## src/rtl/bus_updown_counter.sv

```systemverilog
module bus_updown_counter #(
  parameter int WIDTH = 8
) (
  input  logic             clk,
  input  logic             rst_n,
  input  logic [1:0]       mode_sel,
  input  logic             cnt_en_n,
  input  logic             out_en_n,
  input  logic [WIDTH-1:0] bus_in,
  output logic [WIDTH-1:0] bus_out,
  output logic             bus_drive,
  output logic             term_n
);

  localparam logic [1:0] M_LOAD = 2'b00;
  localparam logic [1:0] M_DOWN = 2'b01;
  localparam logic [1:0] M_UP   = 2'b10;
  localparam logic [1:0] M_HOLD = 2'b11;
  localparam logic [WIDTH-1:0] ONE = WIDTH'(1);

  logic [WIDTH-1:0] cnt;
  logic             at_top, at_bot, going_up, going_dn;

  assign at_top   = &cnt;
  assign at_bot   = ~|cnt;
  assign going_up = (mode_sel == M_UP)   && !cnt_en_n;
  assign going_dn = (mode_sel == M_DOWN) && !cnt_en_n;

  always_ff @(posedge clk) begin
    if (!rst_n)              cnt <= '0;
    else if (mode_sel == M_LOAD) cnt <= bus_in;
    else if (going_up)       cnt <= cnt + ONE;
    else if (going_dn)       cnt <= cnt - ONE;
  end

  assign term_n    = ~((going_up && at_top) || (going_dn && at_bot));
  assign bus_out   = cnt;
  assign bus_drive = ~out_en_n;

  p_clear_r1: assert property (@(posedge clk)
    !rst_n |=> bus_out == '0);

  p_load_r2: assert property (@(posedge clk) disable iff (!rst_n)
    mode_sel == M_LOAD |=> bus_out == $past(bus_in));

  p_up_r3: assert property (@(posedge clk) disable iff (!rst_n)
    (mode_sel == M_UP && !cnt_en_n) |=> bus_out == WIDTH'($past(bus_out) + ONE));

  p_down_r4: assert property (@(posedge clk) disable iff (!rst_n)
    (mode_sel == M_DOWN && !cnt_en_n) |=> bus_out == WIDTH'($past(bus_out) - ONE));

  p_hold_r5: assert property (@(posedge clk) disable iff (!rst_n)
    (mode_sel == M_HOLD || (mode_sel != M_LOAD && cnt_en_n)) |=> $stable(bus_out));

  p_tc_quiet_r6: assert property (@(posedge clk) disable iff (!rst_n)
    (cnt_en_n || mode_sel == M_HOLD || mode_sel == M_LOAD) |-> term_n);

  p_load_released_r8: assert property (@(posedge clk) disable iff (!rst_n)
    mode_sel == M_LOAD |-> out_en_n);

endmodule

```

## config.mk

```make
export PLATFORM = sky130hd
export DESIGN_NAME = bus_updown_counter
export DESIGN_NICKNAME = d
export VERILOG_FILES = /design/src/rtl/bus_updown_counter.sv
export SDC_FILE = /design/constraint.sdc
export NUM_CORES = 1
export LEC_CHECK = 0
export BUFFER_PORTS_ARGS = -buffer_cell sky130_fd_sc_hd__buf_2
export CAP_MARGIN = 20
export CORE_MARGIN = 4
export CORE_UTILIZATION = 45
export CTS_CLUSTER_SIZE = 16
export DETAILED_ROUTE_END_ITERATION = 10
export HOLD_SLACK_MARGIN = 0.06
export MAX_ROUTING_LAYER = met4
export PLACE_DENSITY = 0.72
export REMOVE_ABC_BUFFERS = 1
export SLEW_MARGIN = 20
export SYNTH_ARGS = -nofsm -noshare
export SYNTH_HDL_FRONTEND = slang
export SYNTH_SLANG_ARGS = --single-unit
```

## constraint.sdc

```tcl
create_clock -name clk -period 2.8 [get_ports clk]
set_input_delay 0.14 -clock clk [delete_from_list [all_inputs] [get_ports clk]]
set_output_delay 0.14 -clock clk [all_outputs]
set_load 0.01 [all_outputs]
```

==> results of run 1 <==
placed cells by master (no fill, tap or decap), types with 4 or more instances in the layout:
master | Yosys | routed
a21oi_1 | 9 | 9
nor3_1 | 6 | 6
dfxtp_1 | 8 | 8
nor2b_1 | 4 | 4
buf_2 | 0 | 23
nand2_1 | 8 | 8
ha_1 | 7 | 7
nor2_1 | 4 | 4
layout make-up:
cell class              instances  area [sq um]  area share, %
multi-input cells              80           562           63.6
flip-flops and latches          8           160           18.1
repair buffers                 23           115           13.0
clock buffers                   3          22.5           2.55
well taps                      16          20.0           2.27
inverters                       1          3.75          0.425
worst max path at each step:
stage | end | from | slack (ns) | depth (start not counted)
after floorplan | bus_out[6]$_SDFFE_PN0P_ | mode_sel[0] | 0.91 | 8
after global placement | bus_out[6]$_SDFFE_PN0P_ | mode_sel[0] | 0.62 | 9
after detailed placement | bus_out[6]$_SDFFE_PN0P_ | mode_sel[0] | 0.55 | 9
after CTS | bus_out[6]$_SDFFE_PN0P_ | mode_sel[0] | 0.81 | 9
after global routing | bus_out[6]$_SDFFE_PN0P_ | mode_sel[0] | 0.64 | 9
final | bus_out[6]$_SDFFE_PN0P_ | mode_sel[0] | 0.80 | 9
cells by family (layout without fill, tap and decap cells):
kind of cell / count (synthesis) / in the layout / share of synthesized area [%]
AOI/OAI and AO/OA: 32 / 32 / 28.4
xor gates and xnor gates: 4 / 4 / 4.55
adders and majority gates: 8 / 8 / 14.0
buffers and inverters: 6 / 27 / 6.33
DFF: 8 / 8 / 20.8
and+or+nand+nor: 36 / 36 / 26.0
critical path, stage by stage:
cell	delay, ns
buf_2	0.15
nor2_2	0.21
nand2_1	0.26
fa_1	0.49
a21oi_2	0.15
o21ai_1	0.11
and3b_1	0.19
o31a_1	0.26
a31o_1	0.17
stage by stage:
step | util (%) | setup WS [ns]
2_1_floorplan | - | 0.914
3_3_place_gp | 55.2 | 0.617
3_5_place_dp | 55.2 | 0.549
4_1_cts | 56.7 | 0.814
5_1_grt | 56.7 | 0.643
6_report | 56.7 | 0.802
layer usage:
metal	global-route usage, %	vias up	wire length [um]
met3	3.06	4	141
met2	23.4	31	875
li1	-	397	-
met1	21.2	347	861
met5	-	-	0
met4	11.1	0	34
power groups by stage:
stage	Clock (W)	Combinational [W]	Sequential [W]
6_report	0.0000923	0.000226	0.000160
5_1_grt	0.000103	0.000250	0.000163
4_1_cts	0.0000969	0.000225	0.000159
3_5_place_dp	0	0.000224	0.000161
3_3_place_gp	0	0.000218	0.000160
2_1_floorplan	0	0.000155	0.000164
==> results.txt, run 1 <==
Number of maximum-capacitance constraint violations: 0. The data arrival at the endpoint of the critical path is 2.14 ns, and the average wire length per cell after detail routing is 14.6 um. For the initial antenna violation count, the log shows 0. The placed instances occupy a cell area of 861 sq um.

The worst setup path is launched from a primary input. In this run, placement finished with an instance count of 128. Post-CTS repair changed the size of 0 cells.

The tools report the capture instance of the worst register-to-register path as bus_out[6]$_SDFFE_PN0P_. The global-route wire length before repair is 3.08 mm, and the final worst clock skew is 0.00610 ns. The largest fanout of any net on the critical path was 9.

The worst hold margin was 0.153 ns. During placement, the flow inserted port buffers numbering 23. The top flip-flop cell by instance count after synthesis was dfxtp_1.

Ranked by instance count, the synthesized netlist is headed by 9 x a21oi_1, 8 x dfxtp_1, 8 x nand2_1, 7 x ha_1, 6 x nor3_1. Sequential cells burn 33.5% of the power. The clock network accounts for 19.3% of the total power. For this run, the number of Yosys warnings is 0. The clock reaches the later pin of the worst-skew pair after 0.26 ns. Row generation in the floorplan step produced 14 rows.

STA classifies the critical path endpoint as a register. The internal portion of total power was 0.000288 W. The worst hold path depth works out to 3. The startpoint identified for the worst hold timing path is bus_in[0]. Counting flops with a built-in enable in the synthesized netlist gives 0. The logs give 683 for the via count of the first global-routing pass and 0 for the antenna cell count. In this run, CTS created clock tree buffers numbering 3. The share of post-route cells with drive strength above 1 was 27.0%; the power density over cell area was 541 nW/um^2.

The startpoint identified for the worst register-to-register timing path is bus_out[0]$_SDFFE_PN0P_. Fill cells in the final layout number 152. The logs give 0.000190 W for the switching component of the power and 0 ns for the final-layout setup total negative slack. The fmax was 501 MHz; the global placement routability congestion was 0.780. The tools report the sequential element share of the synthesized area as 20.8%. TritonCTS built the clock tree. The layout overhead on the synthesized area came out at 14.6%. Entering global routing, the biggest net connects 12 pins. Across all register-to-register paths, the minimum setup slack is 0.91 ns.

The fraction of power consumed by combinational cells was 47.2%; the die outline area was 2440 sq um. The tools report the post-detailed-route count of antenna-violating nets as 0. Dividing the final minimum period by the clock period gives 71.4%. For the cell count after synthesis, the log shows 94. The initial core utilization is 49.4%, and the number of cells in the finished layout apart from fillers is 131.

The biggest area contributor in the post-synthesis netlist is dfxtp_1. Buffers added to address setup during post-CTS repair amount to 0. Of the total power, the share spent switching nets is 39.7%. For this run the aggregate overflow at the end of global routing stands at 0. After clock tree synthesis, the clock-pin slew on the worst setup and hold paths is 0.06 ns. Global routing used 16.6% of the available tracks.

The logs give 0 for the number of setup violations in the final report and 40 for the distinct cell type count after synthesis. The class of the most critical hold timing path is in -> reg. The flow ran to the end, and the final reports show no timing, DRC or antenna violations.

In this run the biggest area consumer among cell types represents 20.8% of the synthesized area. The routed wire length was 1.91 mm; the worst slew margin relative to its limit was 50.4%. The root buffer cell was clkbuf_4.

Counting cells, the worst reg-to-reg path comes to 6. For hold timing, the worst endpoint is bus_out[0]$_SDFFE_PN0P_. The average instance in the mapped netlist occupies 8.20 sq um. The longest clock path from root to sink contains 2 buffers.

The tools report the hold violation total from the final report as 0. Setup repair after global routing left no endpoint under its margin. The count of hold-fix buffers inserted at cts came out at 0.

In the final design database the tool counted 139 nets. For this run, design rule violations remaining after detail routing come to 0. Yosys instantiated no cell more often than a21oi_1.

The clock net in this run drives a total of 8 sinks. The register with the most flip-flops in the layout has 8 of them. The max-slew violation total from the final report is 0.

The async set or reset register ratio after synthesis is 0%, and the width of the die is 49.4 um. The run gives 771 sq um as the cell area after technology mapping. The clock period could shrink to 2.00 ns.

With fillers left out, the area of the finished cells amounts to 883 sq um. VDD sags by at most 0.340 mV. The die extent in y works out to 49.4 um. For this block, the initial DRC count from the detailed router was 16. The core region is 1560 sq um. The via-per-instance ratio was 5.95. The setup path with the least slack is of type in -> reg. The number of flip-flops and latches in the synthesized netlist works out to 8. The logs give 24 for the I/O pin total and 4 for the number of iterations in the first detailed-routing pass. The slew at the pin closest to its max-slew limit was 0.742 ns; the required time of the critical path was 2.95 ns.

The detailed router placed 779 vias in this run. Detailed placement ended at an HPWL of 1.43 mm. Overall power consumption after layout is estimated at 0.000478 W. For the number of levels in the clock H-tree, the log shows 1. By area the synthesized netlist is led by dfxtp_1 21%, ha_1 11%, a21oi_1 5.8%, buf_6 4.4%, nor3_1 3.9%. The tools report the static power due to leakage as 0.398 nW.
Power figures use the tool's default switching activity.
==> run 2, diff against run 1 <==
--- a/config.mk
+++ b/config.mk
@@ -5,6 +5,7 @@
 export SDC_FILE = /design/constraint.sdc
 export NUM_CORES = 1
 export LEC_CHECK = 0
+export ABC_AREA = 1
 export BUFFER_PORTS_ARGS = -buffer_cell sky130_fd_sc_hd__buf_2
 export CAP_MARGIN = 20
 export CORE_MARGIN = 4
@@ -13,7 +14,7 @@
 export DETAILED_ROUTE_END_ITERATION = 10
 export HOLD_SLACK_MARGIN = 0.06
 export MAX_ROUTING_LAYER = met4
-export PLACE_DENSITY = 0.72
+export PLACE_DENSITY = 0.74
 export REMOVE_ABC_BUFFERS = 1
 export SLEW_MARGIN = 20
 export SYNTH_ARGS = -nofsm -noshare
==> constraint.sdc (replaced) <==
create_clock -name clk -period 1.8 [get_ports clk]
set_input_delay 0.09 -clock clk [delete_from_list [all_inputs] [get_ports clk]]
set_output_delay 0.09 -clock clk [all_outputs]
set_load 0.01 [all_outputs]
==> run 2 against run 1 <==
Effect of this change:
- routed wire length grew 1.2%
- clock-buffer cell count is the same
- sequential share of layout area shrank 0.62 points
- combinational power grew 53%
- area after synthesis grew 0.32%
- largest power group unchanged
- final area grew 3.5%
- sequential power grew 47%
- worst setup slack lost 0.53 ns
==> results.txt, run 2 <==
Global routing usage summed across all routing layers: 17.6%. The clock period minus final worst setup slack came out at 1.52 ns. The share of the Yosys chip area taken by registers is 20.7%.

The mapped netlist covers 773 sq um. The number of clock buffers added by TritonCTS is 3. After the first detailed-routing iteration, the DRC count stood at 13. Worst hold margin: 0.0967 ns. The root buffer cell was clkbuf_4. At the worst endpoint, the required time is 1.71 ns. Setup total negative slack on the finished layout was measured at 0 ns.

Core region area: 1560 sq um. In this run the tightest slew margin relative to its limit is 77.6%. Power density over cell area: 800 nW/um^2. The critical path goes through nor4_1 > nand3_1 > o31ai_1 > inv_1 > buf_2. For this run, the slowest stage of the critical path takes 0.38 ns. The power share of the sequential group was 32.2%. The initial antenna violation count is 0, and the maximum number of pins on one net before global-route repair is 15. The cell taking the most area after synthesis was dfxtp_1. The tools report the final worst clock skew as 0.0142 ns.

Yosys attributes the largest share of cell area to dfxtp_1 21%, nand2_1 17%, ha_1 11%, inv_1 7.3%, nand3_1 6.5%. Via-per-instance ratio: 5.29. Timing analysis after detailed placement gives a worst setup slack of 0.0699 ns. The via total after detailed routing came out at 847. The hold violation total from the final report is 0, and the I/O pin total is 24. The area fraction of the dominant cell type after synthesis was 20.7%. In the finished design, the share of the clock period the worst path needs comes to 84.7%.

The worst hold path begins at bus_in[2]. The die is 49.5 um wide. The final design instance area without fill was 915 sq um; the largest fanout of any net on the critical path was 7. The largest individual stage delay along the critical path comes from the cell dfxtp_1.

Max-slew violation total from the final report: 0. The commonest cells after synthesis are 34 x nand2_1, 15 x inv_1, 10 x nand3_1, 8 x dfxtp_1, 8 x o21ai_1. The run gives 47.2% as the fraction of power consumed by combinational cells. In the layout the commonest cells are 34 x nand2_1, 23 x buf_2, 15 x inv_1. The internal power of the cells totals 0.000427 W. The average wire length per cell after detail routing is 12.1 um, and the final critical-path setup slack is 0.276 ns. The number of levels in the clock H-tree is 1, and the detailed placer's ending HPWL is 1.48 mm. The buffer levels on the longest clock path came out at 2.

The area growth from synthesis to layout is 18.3%. The pre-antenna-repair detailed-routing pass consisted of 4 iterations. After synthesis, the share of flip-flops with an asynchronous set or reset is 0%. The number of maximum-capacitance constraint violations is 0, and the number of flip-flops and latches in the synthesized netlist is 8. Largest voltage drop on the vdd net: 0.505 mV. For hold timing, the worst endpoint is bus_out[2]$_SDFFE_PN0P_.

Most frequently used cell type in the post-synthesis netlist: nand2_1. The flow ran to the end, and the final reports show no timing, DRC or antenna violations. The via count of the first global-routing pass is 800.

Registers take 160 sq um. The area of the multi-input gates is 526 sq um, and the worst hold path depth is 3. The critical path is of the reg -> out type. In this run the post-CTS setup repair buffer count came out at 0. The library cell used most frequently in the layout, excluding fill and tap cells, is nand2_1. For the clock share of power, the log shows 20.6%.

The number of cells traversed by the worst register-to-register path is 8. The cell count after synthesis came out at 120. The top flip-flop cell by instance count after synthesis was dfxtp_1.

The tools report the distinct cell type count after synthesis as 23. Counting both buffers and inverters, the worst setup path holds a total of 2. The clock-pin slew reported for the worst setup and hold paths after clock tree synthesis works out to 0.07 ns.

For the worst-skew pair, the clock arrives at the later sink with an insertion delay of 0.27 ns. The count of nets left with antenna violations once routing finished came out at 0. TritonCTS built the clock tree. The die is 49.5 um tall.

The number of filler instances in the final layout was 158. Grouping stages by cell kind, the critical path spends the most delay in simple AND/OR/NAND/NOR gates. During placement, the flow inserted port buffers numbering 23. Based on the critical path, the design can be clocked at up to 656 MHz. The number of antenna diodes in the final layout is 0.

The first global-routing pass estimated 3.32 mm of wire. The flip-flop count of the largest register after layout is 8, and the warning count from the yosys run is 0. For this configuration, the core starts out at a cell density of 49.6%. For the worst setup path, the data arrival time is 1.43 ns. STA classifies the critical path startpoint as a register.

Setup repair after global routing left no endpoint under its margin. Setup violations remaining at the end of the flow were counted as 0. The class of the most critical hold timing path is in -> reg. In this run the core area contains 14 standard-cell rows.

The final layout contains routed wiring with a total length of 1.94 mm. Net switching is 41.7% of the power. At the end of routability-driven placement, the weighted congestion stood at 0.820. In this run the critical register-to-register path is captured at bus_out[7]$_SDFFE_PN0P_. The count of flip-flops with a built-in enable after synthesis came out at 0.

CTS saw 8 sinks. The static power due to leakage is 0.499 nW, and the switching component of the power is 0.000305 W. Post-place instance area: 892 sq um. Setup slack on the worst reg-to-reg path comes out at 0.28 ns. STA classifies the critical path endpoint as an output pin. The die outline area is 2450 sq um. The post-route netlist has 25.0% of its cells at a drive strength greater than 1. For this run, design rule violations remaining after detail routing come to 0.

The residual overflow from global routing was 0; the post-synthesis average cell area was 6.44 sq um. The run gives 168 as the number of nets in the finished design. The post-cts repair resize count is 0, and the slew at the pin closest to its max-slew limit is 0.333 ns. The worst register-to-register path begins at bus_out[2]$_SDFFE_PN0P_. The tools report the count of hold-fix buffers inserted at cts as 0.
[run 2: changes by cell type after synthesis, sizes merged, moves of 4 or more]
cell   delta
inv      +17
nand3    +11
a21oi     -5
nor2b     -4
nor3      -5
nand2    +26
[run 2: area by class of cell]
class | instances | area share (%)
Sequential cell | 8 | 17.5
Inverter | 19 | 7.80
Timing Repair Buffer | 23 | 12.6
Tap cell | 16 | 2.19
Multi-Input combinational cell | 91 | 57.5
Clock buffer | 3 | 2.46
[run 2: worst max path at each step]
stage	from	end	slack (ns)	cells after the start
3_5_place_dp	mode_sel[0]	bus_out[7]$_SDFFE_PN0P_	0.07	11
4_1_cts	bus_out[0]$_SDFFE_PN0P_	term_n	0.27	5
3_3_place_gp	mode_sel[0]	bus_out[7]$_SDFFE_PN0P_	0.12	11
6_report	bus_out[0]$_SDFFE_PN0P_	term_n	0.28	5
2_1_floorplan	cnt_en_n	bus_out[6]$_SDFFE_PN0P_	0.36	10
5_1_grt	bus_out[2]$_SDFFE_PN0P_	bus_out[5]$_SDFFE_PN0P_	0.13	8
[run 2: power groups by stage]
stage	sequential (W)	combinational, W	clock, W
floorplan	0.000243	0.000242	0
finish	0.000236	0.000345	0.000151
CTS	0.000235	0.000345	0.000154
detailed placement	0.000239	0.000341	0
global placement	0.000238	0.000333	0
global route	0.000241	0.000399	0.000165
[run 2: logic make-up (layout without fill, tap and decap cells)]
| logic type | after synthesis | in the layout | share of synthesized area [%] |
|---|---|---|---|
| AOI/OAI and AO/OA | 20 | 20 | 13.9 |
| xor gates and xnor gates | 2 | 2 | 2.27 |
| adders and majority gates | 8 | 8 | 13.9 |
| buffers and inverters | 21 | 45 | 11.3 |
| DFF | 8 | 8 | 20.7 |
| and+or+nand+nor | 61 | 61 | 37.9 |
[run 2: per-layer routing]
metal  global-route usage [%]  vias up  part of all wire, %
met3                     6.93        0                  5.9
met4                        0        0                    0
met5                        -        -                    0
met2                     33.3       20                   49
met1                     18.2      380                   45
li1                         -      447                    -
[run 2: worst reg2reg max path, delay by kind of cell, from the launching register on]
family	cells	cell delay [ns]
adder cells (fa/ha/maj)	1	0.33
AND/OR/NAND/NOR	6	0.69
AO/OA/AOI/OAI	1	0.05
flip-flops	1	0.35
[run 2: through the flow]
| stage | utilization, % | power (W) | std cells |
|---|---|---|---|
| floorplan | - | 0.000485 | 118 |
| global placement | 57.2 | 0.000571 | 157 |
| detailed placement | 57.2 | 0.000580 | 157 |
| CTS | 58.7 | 0.000734 | 160 |
| global route | 58.7 | 0.000805 | 160 |
| finish | 58.7 | 0.000732 | 160 |
==> run 3, diff against run 2 <==
==> constraint.sdc (replaced) <==
create_clock -name clk -period 1.3 [get_ports clk]
set_input_delay 0.065 -clock clk [delete_from_list [all_inputs] [get_ports clk]]
set_output_delay 0.065 -clock clk [all_outputs]
set_load 0.01 [all_outputs]
==> run 3 against run 2 <==
Effect of this change:
- power up 96%
- register-to-register slack lost 0.44 ns
- the flow now finishes with violations (setup timing)
- critical path type unchanged
- worst setup slack got worse by 0.48 ns
==> results.txt, run 3 (synthesis gave the netlist of run 2 again) <==
For this block, the routed nets add up to 3.17 mm of wire. The width of the die is 49.5 um, and the number of maximum-capacitance constraint violations is 0. After floorplanning, the core was sized to cover 1560 sq um. The critical path goes through buf_6 > buf_4 > nand4_1 > o31ai_1 > inv_1 > buf_6.

By instance count, the cell type seen most on the critical path is buf_6. The register with the most flip-flops in the layout has 8 of them. The run gives 171 sq um as the area used by sequential logic in the layout. The checks that failed: setup timing. Clock skew on the completed layout was measured at 0.0128 ns. The capture instance of the worst register-to-register path is bus_out[5]$_SDFFE_PN0P_. On the critical path, the stage with the largest delay is an instance of dfxtp_2. The critical path endpoint category is an output pin. The power density over cell area came out at 1060 nW/um^2. The sink count of the clock tree was 8; the buffer levels on the longest clock path was 2. The tools report the register-to-register setup slack as -0.16 ns.

The flow ran to the end, but the final reports show violations. Maximum number of pins on one net before global-route repair: 11. The detail route stage leaves a number of antenna-violating nets equal to 0. Counting the buffers created by CTS gives 3. 24 I/O pins were placed. The clock period minus final worst setup slack works out to 1.50 ns. The tools report the via count of the first global-routing pass as 1029. For the pin with the worst max-slew slack, the measured transition is 0.249 ns. Via total after detailed routing: 1048. The logs give 180 for the placed cell count and 83.4% for the worst slew margin relative to its limit. The first global-routing pass estimated 4.55 mm of wire.

Global routing used 24.4% of the available tracks across all layers. The run gives 694 sq um as the area of the multi-input gates. In this run, the number of DRC markers left after iteration 0 of detailed routing was 47.

Post-route fraction of the period consumed by the critical path: 116%. Compared with the post-synthesis result, the final layout area differs by 74.4%. The run gives 1.44 ns as the data arrival at the endpoint of the critical path.

Critical setup path kind: reg -> out. The initial antenna violation count came out at 0. The delay of the slowest cell on the worst path was 0.36 ns. The later pin in the worst-skew pair is clocked with a latency of 0.29 ns. The largest fanout of any net on the critical path is 3, and the initial core utilization is 49.6%.

The pre-antenna-repair detailed-routing pass consisted of 4 iterations. Data on the critical path is required at its endpoint by 1.24 ns. Based on the critical path, the design can be clocked at up to 665 MHz. The buffering stage count on the worst path with inverters included is 4. The detailed placer's ending HPWL was 1.74 mm; the number of nets in the finished design was 197.

Using the TritonRoute via totals, the vias-per-cell ratio works out to 5.54. TritonCTS built the clock tree. The hold violation total from the final report was 0; the die outline area was 2450 sq um.

In the final routed layout, each cell accounts on average for 16.8 um. Leaving out filler cells and counting taps, the final layout contains 189. The clock-pin slew reported for the worst setup and hold paths after clock tree synthesis was 0.06 ns; the antenna cell count was 0. The floorplan has 14 rows.

The final-layout setup total negative slack is -0.754 ns. Startpoint of the most critical register-to-register path: bus_out[1]$_SDFFE_PN0P_. The tools report the largest voltage drop on the vdd net as 0.764 mV. After filler insertion, the fill cell instance count of the layout stands at 87. Broken down by cell family, the worst path's largest delay share belongs to buffers and inverters.

In the layout the commonest cells are 27 x nand2_1, 23 x buf_4, 22 x buf_2. Measured in cells, the most critical reg-to-reg path has a length of 9. The total overflow left after global routing is 0. The worst hold path begins at bus_in[1].

The worst hold path was traced through 3 stages. Commonest non-fill, non-tap cell in the layout: nand2_1. In this run the tool buffered the top-level ports with 23 buffer cells. In the routed design, unresolved DRC markers number 0. The die is 49.5 um tall. The tools report the endpoint of the worst hold-timing path as bus_out[1]$_SDFFE_PN0P_. STA classifies the critical path startpoint as a register.

The analysis attributes to cell leakage a power of 0.691 nW. The final critical-path setup slack is -0.203 ns, and the global placement routability congestion is 0.837. Setup violations remaining at the end of the flow were counted as 6. The worst hold path belongs to the class in -> reg. The number of levels in the clock H-tree is 1, and the share of post-route cells with drive strength above 1 is 53.2%. The tree is rooted in a clkbuf_4. The max-slew violation total from the final report came out at 0.

Setup repair after global routing could not meet its margin everywhere.
-- run 3: cell types whose count changed in the layout (fill, tap and decap cells not counted), sizes merged --
cell,delta
dlygate4sd3,+1
buf,+28
-- run 3: worst max path at each step --
stage	cells after the start	start	to
after CTS	6	bus_out[5]$_SDFFE_PN0P_	term_n
after global placement	11	cnt_en_n	bus_out[7]$_SDFFE_PN0P_
after detailed placement	11	cnt_en_n	bus_out[7]$_SDFFE_PN0P_
final	6	bus_out[4]$_SDFFE_PN0P_	term_n
after floorplan	8	bus_out[3]$_SDFFE_PN0P_	bus_out[6]$_SDFFE_PN0P_
after global routing	12	cnt_en_n	bus_out[5]$_SDFFE_PN0P_
-- run 3: layout make-up --
cell class                 count  share of cell area, %
clock buffer                   3                   1.67
inverter                      19                   5.29
multi-input combinational     91                   51.5
sequential                     8                   12.7
tap                           16                   1.48
timing repair buffer          52                   27.4
-- run 3: worst reg2reg max path, cell delays in order, from the launching register on --
cell      delay, ns
dfxtp_4        0.35
buf_6          0.12
ha_4           0.15
nor2_2         0.16
nand2_4        0.09
nand3b_1       0.15
nand3_1        0.11
nand3_1        0.09
nand2_1        0.05
a21oi_1        0.13
-- run 3: power by group --
| part | internal [W] | switching (W) | total, W | leakage [nW] |
|---|---|---|---|---|
| Clock | 0.000108 | 0.000118 | 0.000226 | 0.0138 |
| Combinational | 0.000440 | 0.000441 | 0.000881 | 0.609 |
| Sequential | 0.000283 | 0.0000448 | 0.000328 | 0.0688 |
-- run 3: per-layer routing --
layer / up-vias / share of wire, % / global-route usage (%)
met4: 0 / 4.5 / 7.37
met2: 51 / 49 / 41.1
met5: - / 0 / -
met1: 476 / 40 / 29.3
met3: 15 / 7.1 / 4.82
li1: 506 / - / -
-- run 3: through the flow --
step,power [W],hold slack [ns],utilization (%),instance area (sq um),setup WS [ns]
3_5_place_dp,0.000921,0.337,69.1,1080,-0.394
5_1_grt,0.00152,0.0890,86.5,1350,-0.279
2_1_floorplan,0.000672,0.174,-,757,-0.140
3_3_place_gp,0.000905,0.334,69.1,1080,-0.306
6_report,0.00143,0.0475,86.5,1350,-0.203
4_1_cts,0.00126,0.0649,80.1,1250,-0.130
-- run 3: repair_timing --
item | 4_1_cts | 5_1_grt
hold buffers | 1 | 0
setup endpoints to repair | 7 | 7
pin swaps | 10 | 9
buffers inserted | 4 | 3
resized for setup | 24 | 19
endpoints found under the hold margin | 1 | 0
cloned | 0 | 0
